### src/rtl/ddr_init_seq.sv
module ddr_init_seq #(
  parameter int CLK_MHZ   = 50,
  parameter int STABLE_US = 200,
  parameter int CKE_NOPS  = 2,
  parameter int T_RP      = 3,
  parameter int T_MRD     = 2,
  parameter int T_RFC     = 8,
  parameter int N_REF     = 2,
  parameter int DLL_LOCK  = 200,
  parameter int ADDR_W    = 13,
  parameter int BA_W      = 2,
  parameter logic [ADDR_W-1:0] EMR_VAL = '0,
  parameter logic [ADDR_W-1:0] MR_VAL  = ADDR_W'(32'h0032)
) (
  input  logic              clk,
  input  logic              rst,
  output logic              cke,
  output logic              cs_n,
  output logic              ras_n,
  output logic              cas_n,
  output logic              we_n,
  output logic [BA_W-1:0]   ba,
  output logic [ADDR_W-1:0] addr,
  output logic              ready,
  output logic              rd_ok
);
  localparam int STABLE_CYC = CLK_MHZ * STABLE_US;
  localparam int G1   = (T_RP > T_MRD) ? T_RP : T_MRD;
  localparam int G2   = (G1 > T_RFC) ? G1 : T_RFC;
  localparam int G3   = (G2 > CKE_NOPS) ? G2 : CKE_NOPS;
  localparam int MAXC = (G3 > STABLE_CYC) ? G3 : STABLE_CYC;
  localparam int CNT_W = $clog2(MAXC + 1);
  localparam int DLL_W = $clog2(DLL_LOCK + 1);
  localparam int REF_W = $clog2(N_REF + 1);

  localparam logic [3:0] C_NOP = 4'b0111;
  localparam logic [3:0] C_PRE = 4'b0010;
  localparam logic [3:0] C_REF = 4'b0001;
  localparam logic [3:0] C_MRS = 4'b0000;
  localparam logic [ADDR_W-1:0] A10 = ADDR_W'(1) << 10;
  localparam logic [ADDR_W-1:0] A8  = ADDR_W'(1) << 8;

  typedef enum logic [3:0] {
    S_WAIT, S_PRE1, S_EMRS, S_MRSD, S_PRE2, S_REF, S_MRS, S_DONE, S_IDLE
  } step_t;

  step_t              step;
  logic [CNT_W-1:0]   cnt;
  logic [DLL_W-1:0]   dll_cnt;
  logic               dll_seen;
  logic [REF_W-1:0]   ref_left;
  logic [3:0]         cmd_q;
  logic               cke_q, ready_q;
  logic [BA_W-1:0]    ba_q;
  logic [ADDR_W-1:0]  addr_q;

  always_ff @(posedge clk) begin
    if (rst) begin
      step     <= S_WAIT;
      cnt      <= CNT_W'(STABLE_CYC - 1);
      dll_cnt  <= '0;
      dll_seen <= 1'b0;
      ref_left <= REF_W'(N_REF);
      cmd_q    <= C_NOP;
      cke_q    <= 1'b0;
      ready_q  <= 1'b0;
      ba_q     <= '0;
      addr_q   <= '0;
    end else begin
      cmd_q  <= C_NOP;
      ba_q   <= '0;
      addr_q <= '0;
      if (dll_cnt != '0) dll_cnt <= dll_cnt - 1'b1;
      if (cnt != '0) cnt <= cnt - 1'b1;
      else begin
        case (step)
          S_WAIT: begin
            cke_q <= 1'b1;
            cnt   <= CNT_W'(CKE_NOPS - 1);
            step  <= S_PRE1;
          end
          S_PRE1: begin
            cmd_q  <= C_PRE;
            addr_q <= A10;
            cnt    <= CNT_W'(T_RP - 1);
            step   <= S_EMRS;
          end
          S_EMRS: begin
            cmd_q  <= C_MRS;
            ba_q   <= BA_W'(1);
            addr_q <= EMR_VAL;
            cnt    <= CNT_W'(T_MRD - 1);
            step   <= S_MRSD;
          end
          S_MRSD: begin
            cmd_q    <= C_MRS;
            addr_q   <= MR_VAL | A8;
            cnt      <= CNT_W'(T_MRD - 1);
            dll_cnt  <= DLL_W'(DLL_LOCK);
            dll_seen <= 1'b1;
            step     <= S_PRE2;
          end
          S_PRE2: begin
            cmd_q    <= C_PRE;
            addr_q   <= A10;
            cnt      <= CNT_W'(T_RP - 1);
            ref_left <= REF_W'(N_REF);
            step     <= S_REF;
          end
          S_REF: begin
            cmd_q <= C_REF;
            cnt   <= CNT_W'(T_RFC - 1);
            if (ref_left == REF_W'(1)) step <= S_MRS;
            else ref_left <= ref_left - 1'b1;
          end
          S_MRS: begin
            cmd_q  <= C_MRS;
            addr_q <= MR_VAL & ~A8;
            cnt    <= CNT_W'(T_MRD - 1);
            step   <= S_DONE;
          end
          S_DONE: begin
            ready_q <= 1'b1;
            step    <= S_IDLE;
          end
          default: ;
        endcase
      end
    end
  end

  assign cke   = cke_q;
  assign {cs_n, ras_n, cas_n, we_n} = cmd_q;
  assign ba    = ba_q;
  assign addr  = addr_q;
  assign ready = ready_q;
  assign rd_ok = ready_q & dll_seen & (dll_cnt == '0);
endmodule

### config.mk
export PLATFORM = sky130hd
export DESIGN_NAME = ddr_init_seq
export DESIGN_NICKNAME = d
export VERILOG_FILES = /design/src/rtl/ddr_init_seq.sv
export SDC_FILE = /design/constraint.sdc
export NUM_CORES = 1
export LEC_CHECK = 0
export ABC_AREA = 1
export BUFFER_PORTS_ARGS = -buffer_cell sky130_fd_sc_hd__buf_2
export CORE_MARGIN = 5
export CORE_UTILIZATION = 57
export CTS_CLUSTER_DIAMETER = 40
export DETAILED_ROUTE_END_ITERATION = 8
export HOLD_SLACK_MARGIN = 0.03
export PLACE_DENSITY_LB_ADDON = 0.3
export SYNTH_ARGS = -nofsm -noshare
export SYNTH_HDL_FRONTEND = slang
export SYNTH_SLANG_ARGS = --single-unit
export TNS_END_PERCENT = 50
### constraint.sdc
create_clock -name clk -period 1.85 [get_ports clk]
set_input_delay 0.185 -clock clk [delete_from_list [all_inputs] [get_ports clk]]
set_output_delay 0.185 -clock clk [all_outputs]
set_load 0.005 [all_outputs]
==> results of run 1 <==
==> metal layers <==
layer	GRT usage, %	vias to the layer above
met5	0	-
met4	9.111	0
met3	4.058	8
met2	29.13	44
met1	21.78	769
li1	-	929
==> cells in the mapped netlist (all sizes together) (2+ instances only) <==
library cell,count
xnor2,2
inv,40
ha,5
nor2,47
or2,2
a21oi,8
buf,13
clkbuf,2
nand4,5
o211ai,2
nand3,31
o21ai,13
nor3,7
nand2,62
xor2,6
dfxtp,38
==> timing repair <==
action                                 CTS  global route
buffers inserted                         0             0
resized for setup                        0             1
endpoints found under the hold margin    0             0
setup endpoints to repair                0             1
hold buffers                             0             0
==> registers in the layout (all words and copies together), names as in the netlist <==
| register | flops |
|---|---|
| step | 4 |
| addr | 3 |
| cmd_q | 3 |
| dll_seen | 1 |
| ready | 1 |
| cke | 1 |
| dll_cnt | 8 |
| cnt | 14 |
| ba | 1 |
| ref_left | 2 |
==> kinds of logic after synthesis <==
logic type | Yosys count
compound gates | 25
buf+inv | 56
simple gates | 157
xor+xnor | 8
flops | 38
other cells | 1
fa+ha+maj | 5
==> area by class of cell <==
class                   instances  area, um2  area share [%]
well taps                      46      57.56           2.623
multi-input cells             205       1018           46.41
clock inverters                 2      60.06           2.737
inverters                      41      158.9           7.241
repair buffers                 16      87.58           3.991
flip-flops and latches         38      760.7           34.66
clock buffers                   6      51.30           2.338
==> how the worst max path moves through the flow <==
stage / start / to / slack (ns)
after floorplan: cnt[0] / cnt[0] / 0.54
after global placement: cnt[0] / cmd_q[0] / 0.40
after detailed placement: cnt[0] / cmd_q[0] / 0.35
after CTS: dll_cnt[0] / rd_ok / 0.12
after global routing: dll_cnt[0] / rd_ok / 0.04
final: dll_cnt[0] / rd_ok / 0.15
==> where the power goes <==
group	switching [mW]	total [mW]	internal, mW
combinational	0.0309	0.0439	0.0130
clock	0.290	0.748	0.458
sequential	0.00387	0.827	0.823
total	0.325	1.62	1.29
==> impl_metrics.yaml, run 1 <==
synthesis:
  yosysSeqAreaShare_pct: 37.88
  synth-compound-area-share_pct: 7.103
  synthTopCellsByArea: "dfxtp_1 38%, nand2_1 11%, nor2_1 7.9%"
  synth_top_area_cell: "dfxtp_1"
  synth_edf_count: 0
  synth-adder-area-share_pct: 3.115
  synth_simple_gate_area_share_pct: 34.89
  synth-seq-cells: 38
  syn_area_mm2: 0.002008
  synth_top_family_by_area: "simple AND/OR/NAND/NOR gates"
  avgSynthCellArea_um2: 6.925
  ys_types: 32
  async_flop_share_pct: 0
  synth_top_area_share_pct: 37.88
  syn_inst: 290
  ys.warnings.count: 0
  synth-main-ff-cell: "dfxtp_1"
  synth.area.mux_share_pct: 0
  synth-xor-area-share_pct: 3.489
clocking:
  cts_sinks: 38
  root_buffer: "clkbuf_4"
  clk_path_buf_depth: 2
  cts_tree: "yes"
  cts_max_level: 2
  cts.clk_slew.worst_paths_ns: 0.12
  numCtsBuffers: 5
  clk_latency_ns: 0.36
global_route:
  grt_usage_pct: 17.82
  grt_pass1_wl_mm: 7.051
  first_global_vias: 1678
  globalRouteOverflowTotal: 0
  antenna_found_initial: 0
  grt_max_degree: 13
critical_path:
  crit_cells: 6
  cpPeakStageDelay_ns: 0.33
  cp_slowest_cell: "dfxtp_1"
  reg2reg_slack_ns: 0.31
  crit_path_start_kind: "register"
  reg2reg_to: "cmd_q[0]"
  worstPathRequired_ns: 1.66
  reg2reg_depth: 8
  cp_num_buf_inv: 2
  r2r-start: "cnt[0]"
  path_cells: "inv_1 -> ha_1 -> and3b_1 -> nand3_1 -> nor3_2 -> buf_2"
  endpoint_kind: "output port"
  arrival_ns: 1.51
  crit_family: "simple AND/OR/NAND/NOR gates"
  worstSetupPathType: "reg2out"
  critPathMaxFanout: 5
detailed_routing:
  m1WireLength_mm: 1.900
  antenna_left: 0
  route.met2.wl_mm: 1.848
  wl_per_cell_um: 11.40
  topRoutingLayerUsed: "met4"
  vias_per_cell: 4.944
  drt_iter0_drc: 100
  dr_wl_met3_um: 204
  wirelength_mm: 4.037
  num_vias: 1750
  drt_pre_antenna_iters: 4
  drc: 0
placed_design:
  pre_cts_ws_ns: 0.3543
  io_buffer_count: 13
  dp.cells: 346
  dp_hpwl_mm: 2.957
  place_area_mm2: 0.002078
  globalplace.congestion: 0.8387
cells_and_area:
  num-fill-cells: 326
  layout_commonest_cell: "nand2_1"
  final_cells: 354
  final_core_util_pct: 65.25
  final_area_mm2: 0.002195
  area_growth_pct: 9.283
  layout_common_cells: "59 x nand2_1, 42 x nor2_1, 39 x inv_1"
  antennaDiodeCount: 0
  drive_above_1_share_pct: 12.34
  fin_nets: 314
worst_hold_path:
  hold_start: "rst"
  hp-class: "in2reg"
  min_to: "cnt[11]"
  holdPathStages: 2
floorplan:
  dieHeight_um: 69.36
  die_x_um: 69.36
  ios: 24
  core_area_mm2: 0.003363
  initial_core_util_pct: 59.71
  rows: 21
  die_area_mm2: 0.004810
timing:
  maxSlewViolCount: 0
  clock_skew_ns: 0.009297
  holdWs_ns: 0.1663
  finalHoldViolCount: 0
  rsz0062_at_grt: "false"
  tns_ns: 0
  post-route-min-period_ns: 1.695
  fmax_mhz: 589.9
  worst_slack_ns: 0.1548
  fin_crit_sh_pct: 91.63
  setup_viol: 0
flow_run:
  cap_violations: 0
power:
  finalPower_mw: 1.619
  ir_worst_vdd_v: 0.0005449
  leakagePower_nw: 1.157
  power_density_mw_per_mm2: 737.8
outcome:
  status: "finished, final reports clean"
(Power assumes the default switching activity.)
==> run 2, diff against run 1 <==
--- a/config.mk
+++ b/config.mk
@@ -13,6 +13,7 @@
 export DETAILED_ROUTE_END_ITERATION = 8
 export HOLD_SLACK_MARGIN = 0.03
 export PLACE_DENSITY_LB_ADDON = 0.3
+export RECOVER_POWER = 25
 export SYNTH_ARGS = -nofsm -noshare
 export SYNTH_HDL_FRONTEND = slang
 export SYNTH_SLANG_ARGS = --single-unit
==> impl_metrics.yaml, run 2 (same netlist as run 1, synthesis figures left out) <==
cells_and_area:
  top_regs: "cnt (14), dll_cnt (8), step (4)"
  drive_above_1_share_pct: 10.06
  layout_commonest_cell: "nand2_1"
  final_core_util_pct: 64.96
  fin_nets: 314
  top_register: "cnt"
  final_cells: 354
  layout_common_cells: "59 x nand2_1, 43 x nor2_1, 39 x inv_1"
  antennaDiodeCount: 0
  area_growth_pct: 8.785
  largest_reg_flops: 14
detailed_routing:
  drt_pre_antenna_iters: 4
  vias_per_cell: 4.935
  antenna_left: 0
  drc: 0
  num_vias: 1747
  drt_iter0_drc: 99
  wirelength_mm: 4.026
  wl_per_cell_um: 11.37
timing:
  rsz0062_at_grt: "false"
  fmax_mhz: 588.5
  post-route-min-period_ns: 1.699
  fin_crit_sh_pct: 91.85
  worst_slack_ns: 0.1508
  setup_viol: 0
  tns_ns: 0
  clock_skew_ns: 0.008757
  finalHoldViolCount: 0
  maxSlewViolCount: 0
global_route:
  gr-usage-met3_pct: 4.058
  grt_usage_pct: 17.82
  grt_busiest_layer: "met2"
  globalRouteOverflowTotal: 0
  grt_use_met2_pct: 29.13
  grtUsageMet1_pct: 21.78
  grt_max_degree: 13
  grt_pass1_wl_mm: 7.051
  first_global_vias: 1678
  antenna_found_initial: 0
clocking:
  clk_path_buf_depth: 2
  postCtsHoldBufs: 0
  cts.clk_slew.worst_paths_ns: 0.12
  clk_latency_ns: 0.36
  root_buffer: "clkbuf_4"
  post-cts-setup-buffers: 0
  numCtsBuffers: 5
  cts_sinks: 38
  cts_tree: "yes"
  cts_max_level: 2
critical_path:
  startpoint: "dll_cnt[0]"
  crit_family: "simple AND/OR/NAND/NOR gates"
  critPathMaxFanout: 5
  arrival_ns: 1.51
  worstSetupPathType: "reg2out"
  cp_slowest_cell: "dfxtp_1"
  cp_num_buf_inv: 2
  crit_path_start_kind: "register"
  reg2reg_to: "cmd_q[0]"
  cpPeakStageDelay_ns: 0.33
  r2r-start: "cnt[0]"
  endpoint_kind: "output port"
  path_cells: "inv_1 -> ha_1 -> and3b_1 -> nand3_1 -> nor3_2 -> buf_2"
  worstPathRequired_ns: 1.66
  reg2reg_slack_ns: 0.23
  reg2reg_depth: 8
floorplan:
  die_x_um: 69.36
  die_area_mm2: 0.004810
  rows: 21
  initial_core_util_pct: 59.71
  ios: 24
  dieHeight_um: 69.36
  core_area_mm2: 0.003363
worst_hold_path:
  hp-class: "in2reg"
  holdPathStages: 2
  min_to: "cnt[11]"
  hold_start: "rst"
outcome:
  status: "finished, final reports clean"
power:
  leakagePower_nw: 1.140
  power_density_mw_per_mm2: 741.1
  ir_worst_vdd_v: 0.0005413
placed_design:
  io_buffer_count: 13
  dp_hpwl_mm: 2.957
  globalplace.congestion: 0.8387
  pre_cts_ws_ns: 0.3543
  dp.cells: 346
flow_run:
  cap_violations: 0
run 2: changes by cell type in the layout (fill, tap and decap cells not counted):
cell      previous run  this run
buf_2               13         7
nor2_1              42        43
nor2_2               3         2
clkbuf_1             0         6
run 2: area by class of cell:
cell class,instances,area (um2)
Multi-Input combinational cell,205,1016
Tap cell,46,57.56
Timing Repair Buffer,16,80.08
Sequential cell,38,760.7
Clock buffer,6,51.30
Fill cell,323,1179
Inverter,41,158.9
Clock inverter,2,60.06
run 2: through the flow:
step | power (mW) | cell area [um2] | hold WS [ns]
global route | 1.658 | 2185 | 0.1940
CTS | 1.621 | 2190 | 0.1720
global placement | 0.8875 | 2078 | 0.4499
finish | 1.619 | 2185 | 0.1656
detailed placement | 0.8892 | 2078 | 0.4612
floorplan | 0.8926 | 2042 | 0.2771
run 2: repair_timing:
action | 4_1_cts | 5_1_grt
endpoints found under the setup margin | 0 | 1
resized for setup | 0 | 1
hold endpoints to repair | 0 | 0
run 2: power breakdown:
group	internal [mW]	leakage, nW	switching (mW)	total [mW]
Sequential	0.823	0.307	0.00387	0.827
Combinational	0.0130	0.775	0.0309	0.0439
Clock	0.458	0.0585	0.290	0.748
Total	1.29	1.14	0.325	1.62
run 2: metal layers:
layer	routed length [um]	share of wire (%)
met3	189	4.7
met1	1890	47
met5	0	0
met2	1859	46
met4	86	2.1
run 2: worst max-delay path by stage:
stage | cells past startpoint | endpoint
floorplan | 10 | cnt[0]
global placement | 8 | cmd_q[0]
detailed placement | 8 | cmd_q[0]
CTS | 6 | rd_ok
global route | 6 | rd_ok
finish | 6 | rd_ok
==> run 3, diff against run 2 <==
--- a/config.mk
+++ b/config.mk
@@ -12,6 +12,7 @@
 export CTS_CLUSTER_DIAMETER = 40
 export DETAILED_ROUTE_END_ITERATION = 8
 export HOLD_SLACK_MARGIN = 0.03
+export MAX_ROUTING_LAYER = met4
 export PLACE_DENSITY_LB_ADDON = 0.3
 export RECOVER_POWER = 25
 export SYNTH_ARGS = -nofsm -noshare
==> impl_metrics.yaml, run 3 (same netlist as run 1, synthesis figures left out) <==
timing:
  tns_ns: 0
  clock_skew_ns: 0.006642
  worst_slack_ns: 0.1512
  post-route-min-period_ns: 1.699
  fin_crit_sh_pct: 91.83
  holdWs_ns: 0.1690
  maxSlewViolCount: 0
  setup_viol: 0
  fmax_mhz: 588.7
  rsz0062_at_grt: "false"
  finalHoldViolCount: 0
global_route:
  grt_max_degree: 13
  first_global_vias: 1678
  grt_pass1_wl_mm: 7.051
  globalRouteOverflowTotal: 0
  grt_usage_pct: 18.32
  antenna_found_initial: 0
floorplan:
  ios: 24
  initial_core_util_pct: 59.71
  rows: 21
  core_area_mm2: 0.003363
  dieHeight_um: 69.36
  die_x_um: 69.36
  die_area_mm2: 0.004810
cells_and_area:
  drive_above_1_share_pct: 10.06
  largest_reg_flops: 14
  top_regs: "cnt (14), dll_cnt (8), step (4)"
  layout_commonest_cell: "nand2_1"
  fin_nets: 314
  final_core_util_pct: 64.96
  top_register: "cnt"
  num-fill-cells: 323
  antennaDiodeCount: 0
  layout_common_cells: "59 x nand2_1, 43 x nor2_1, 39 x inv_1"
  area_growth_pct: 8.785
critical_path:
  reg2reg_slack_ns: 0.23
  path_cells: "inv_1 -> ha_1 -> and3b_1 -> nand3_1 -> nor3_2 -> buf_2"
  cpPeakStageDelay_ns: 0.33
  arrival_ns: 1.51
  reg2reg_depth: 8
  r2r-start: "cnt[0]"
  cp_slowest_cell: "dfxtp_1"
  crit_path_start_kind: "register"
  endpoint_kind: "output port"
  crit_family: "simple AND/OR/NAND/NOR gates"
  critPathMaxFanout: 5
  reg2reg_to: "cmd_q[0]"
  worstSetupPathType: "reg2out"
  cp_num_buf_inv: 2
  worstPathRequired_ns: 1.66
power:
  pwr-share-clk_pct: 46.1
  ir_worst_vdd_v: 0.0005413
  p_int_mw: 1.294
  p_sw_mw: 0.3231
  swShare_pct: 19.98
  leakagePower_nw: 1.140
  pwr-share-seq_pct: 51.2
  combPwrFrac_pct: 2.7
  power_density_mw_per_mm2: 740.2
outcome:
  status: "finished, final reports clean"
detailed_routing:
  drt_pre_antenna_iters: 4
  wirelength_mm: 4.015
  drt_iter0_drc: 116
  antenna_left: 0
  num_vias: 1751
  drc: 0
  vias_per_cell: 4.946
  wl_per_cell_um: 11.34
clocking:
  cts.clk_slew.worst_paths_ns: 0.12
  clk_path_buf_depth: 2
  numCtsBuffers: 5
  cts_tree: "yes"
  postCtsHoldBufs: 0
  cts_resized: 0
  post-cts-setup-buffers: 0
  cts_sinks: 38
  clk_latency_ns: 0.36
  root_buffer: "clkbuf_4"
  cts_max_level: 2
placed_design:
  io_buffer_count: 13
  globalplace.congestion: 0.8517
  pre_cts_ws_ns: 0.3543
  dp_hpwl_mm: 2.957
worst_hold_path:
  min_to: "cnt[11]"
  hp-class: "in2reg"
  hold_start: "rst"
  holdPathStages: 2
flow_run:
  cap_violations: 0
run 3: worst max-delay path by stage:
| stage | to | startpoint | depth (start not counted) | slack, ns |
|---|---|---|---|---|
| 2_1_floorplan | cnt[0] | cnt[0] | 10 | 0.54 |
| 3_3_place_gp | cmd_q[0] | cnt[0] | 8 | 0.40 |
| 3_5_place_dp | cmd_q[0] | cnt[0] | 8 | 0.35 |
| 4_1_cts | rd_ok | dll_cnt[0] | 6 | 0.12 |
| 5_1_grt | rd_ok | dll_cnt[0] | 6 | 0.04 |
| 6_report | rd_ok | dll_cnt[0] | 6 | 0.15 |
run 3: area by class of cell:
type                            count  area (um2)  area share (%)
Clock buffer                        6       51.30           2.348
Clock inverter                      2       60.06           2.749
Inverter                           41       158.9           7.274
Multi-Input combinational cell    205        1016           46.51
Sequential cell                    38       760.7           34.82
Tap cell                           46       57.56           2.635
Timing Repair Buffer               16       80.08           3.666
run 3: worst register-to-register path, delay by kind of cell, from the launching register on:
family                   cells  cell delay [ns]
AND/OR/NAND/NOR              5             0.86
flip-flops                   1             0.35
adder cells (fa/ha/maj)      1             0.16
buffers and inverters        1             0.09
AO/OA/AOI/OAI                1             0.07
run 3: layer usage:
| layer | wire (um) | track usage [%] |
|---|---|---|
| met1 | 1891 | 21.78 |
| met2 | 1844 | 29.13 |
| met3 | 181 | 4.058 |
| met4 | 98 | 9.111 |
| met5 | 0 | - |
run 3: power by group through the flow:
stage	clock [mW]	sequential (mW)	combinational, mW
floorplan	0	0.845	0.0475
global placement	0	0.845	0.0420
detailed placement	0	0.846	0.0435
CTS	0.750	0.827	0.0437
global route	0.780	0.828	0.0503
finish	0.746	0.827	0.0439
run 3: stage by stage:
stage,instance area (um2),std cells,power [mW]
after floorplan,2042,299,0.8926
after global routing,2185,354,1.658
final,2185,354,1.617
after detailed placement,2078,346,0.8892
after CTS,2190,354,1.621
after global placement,2078,346,0.8875
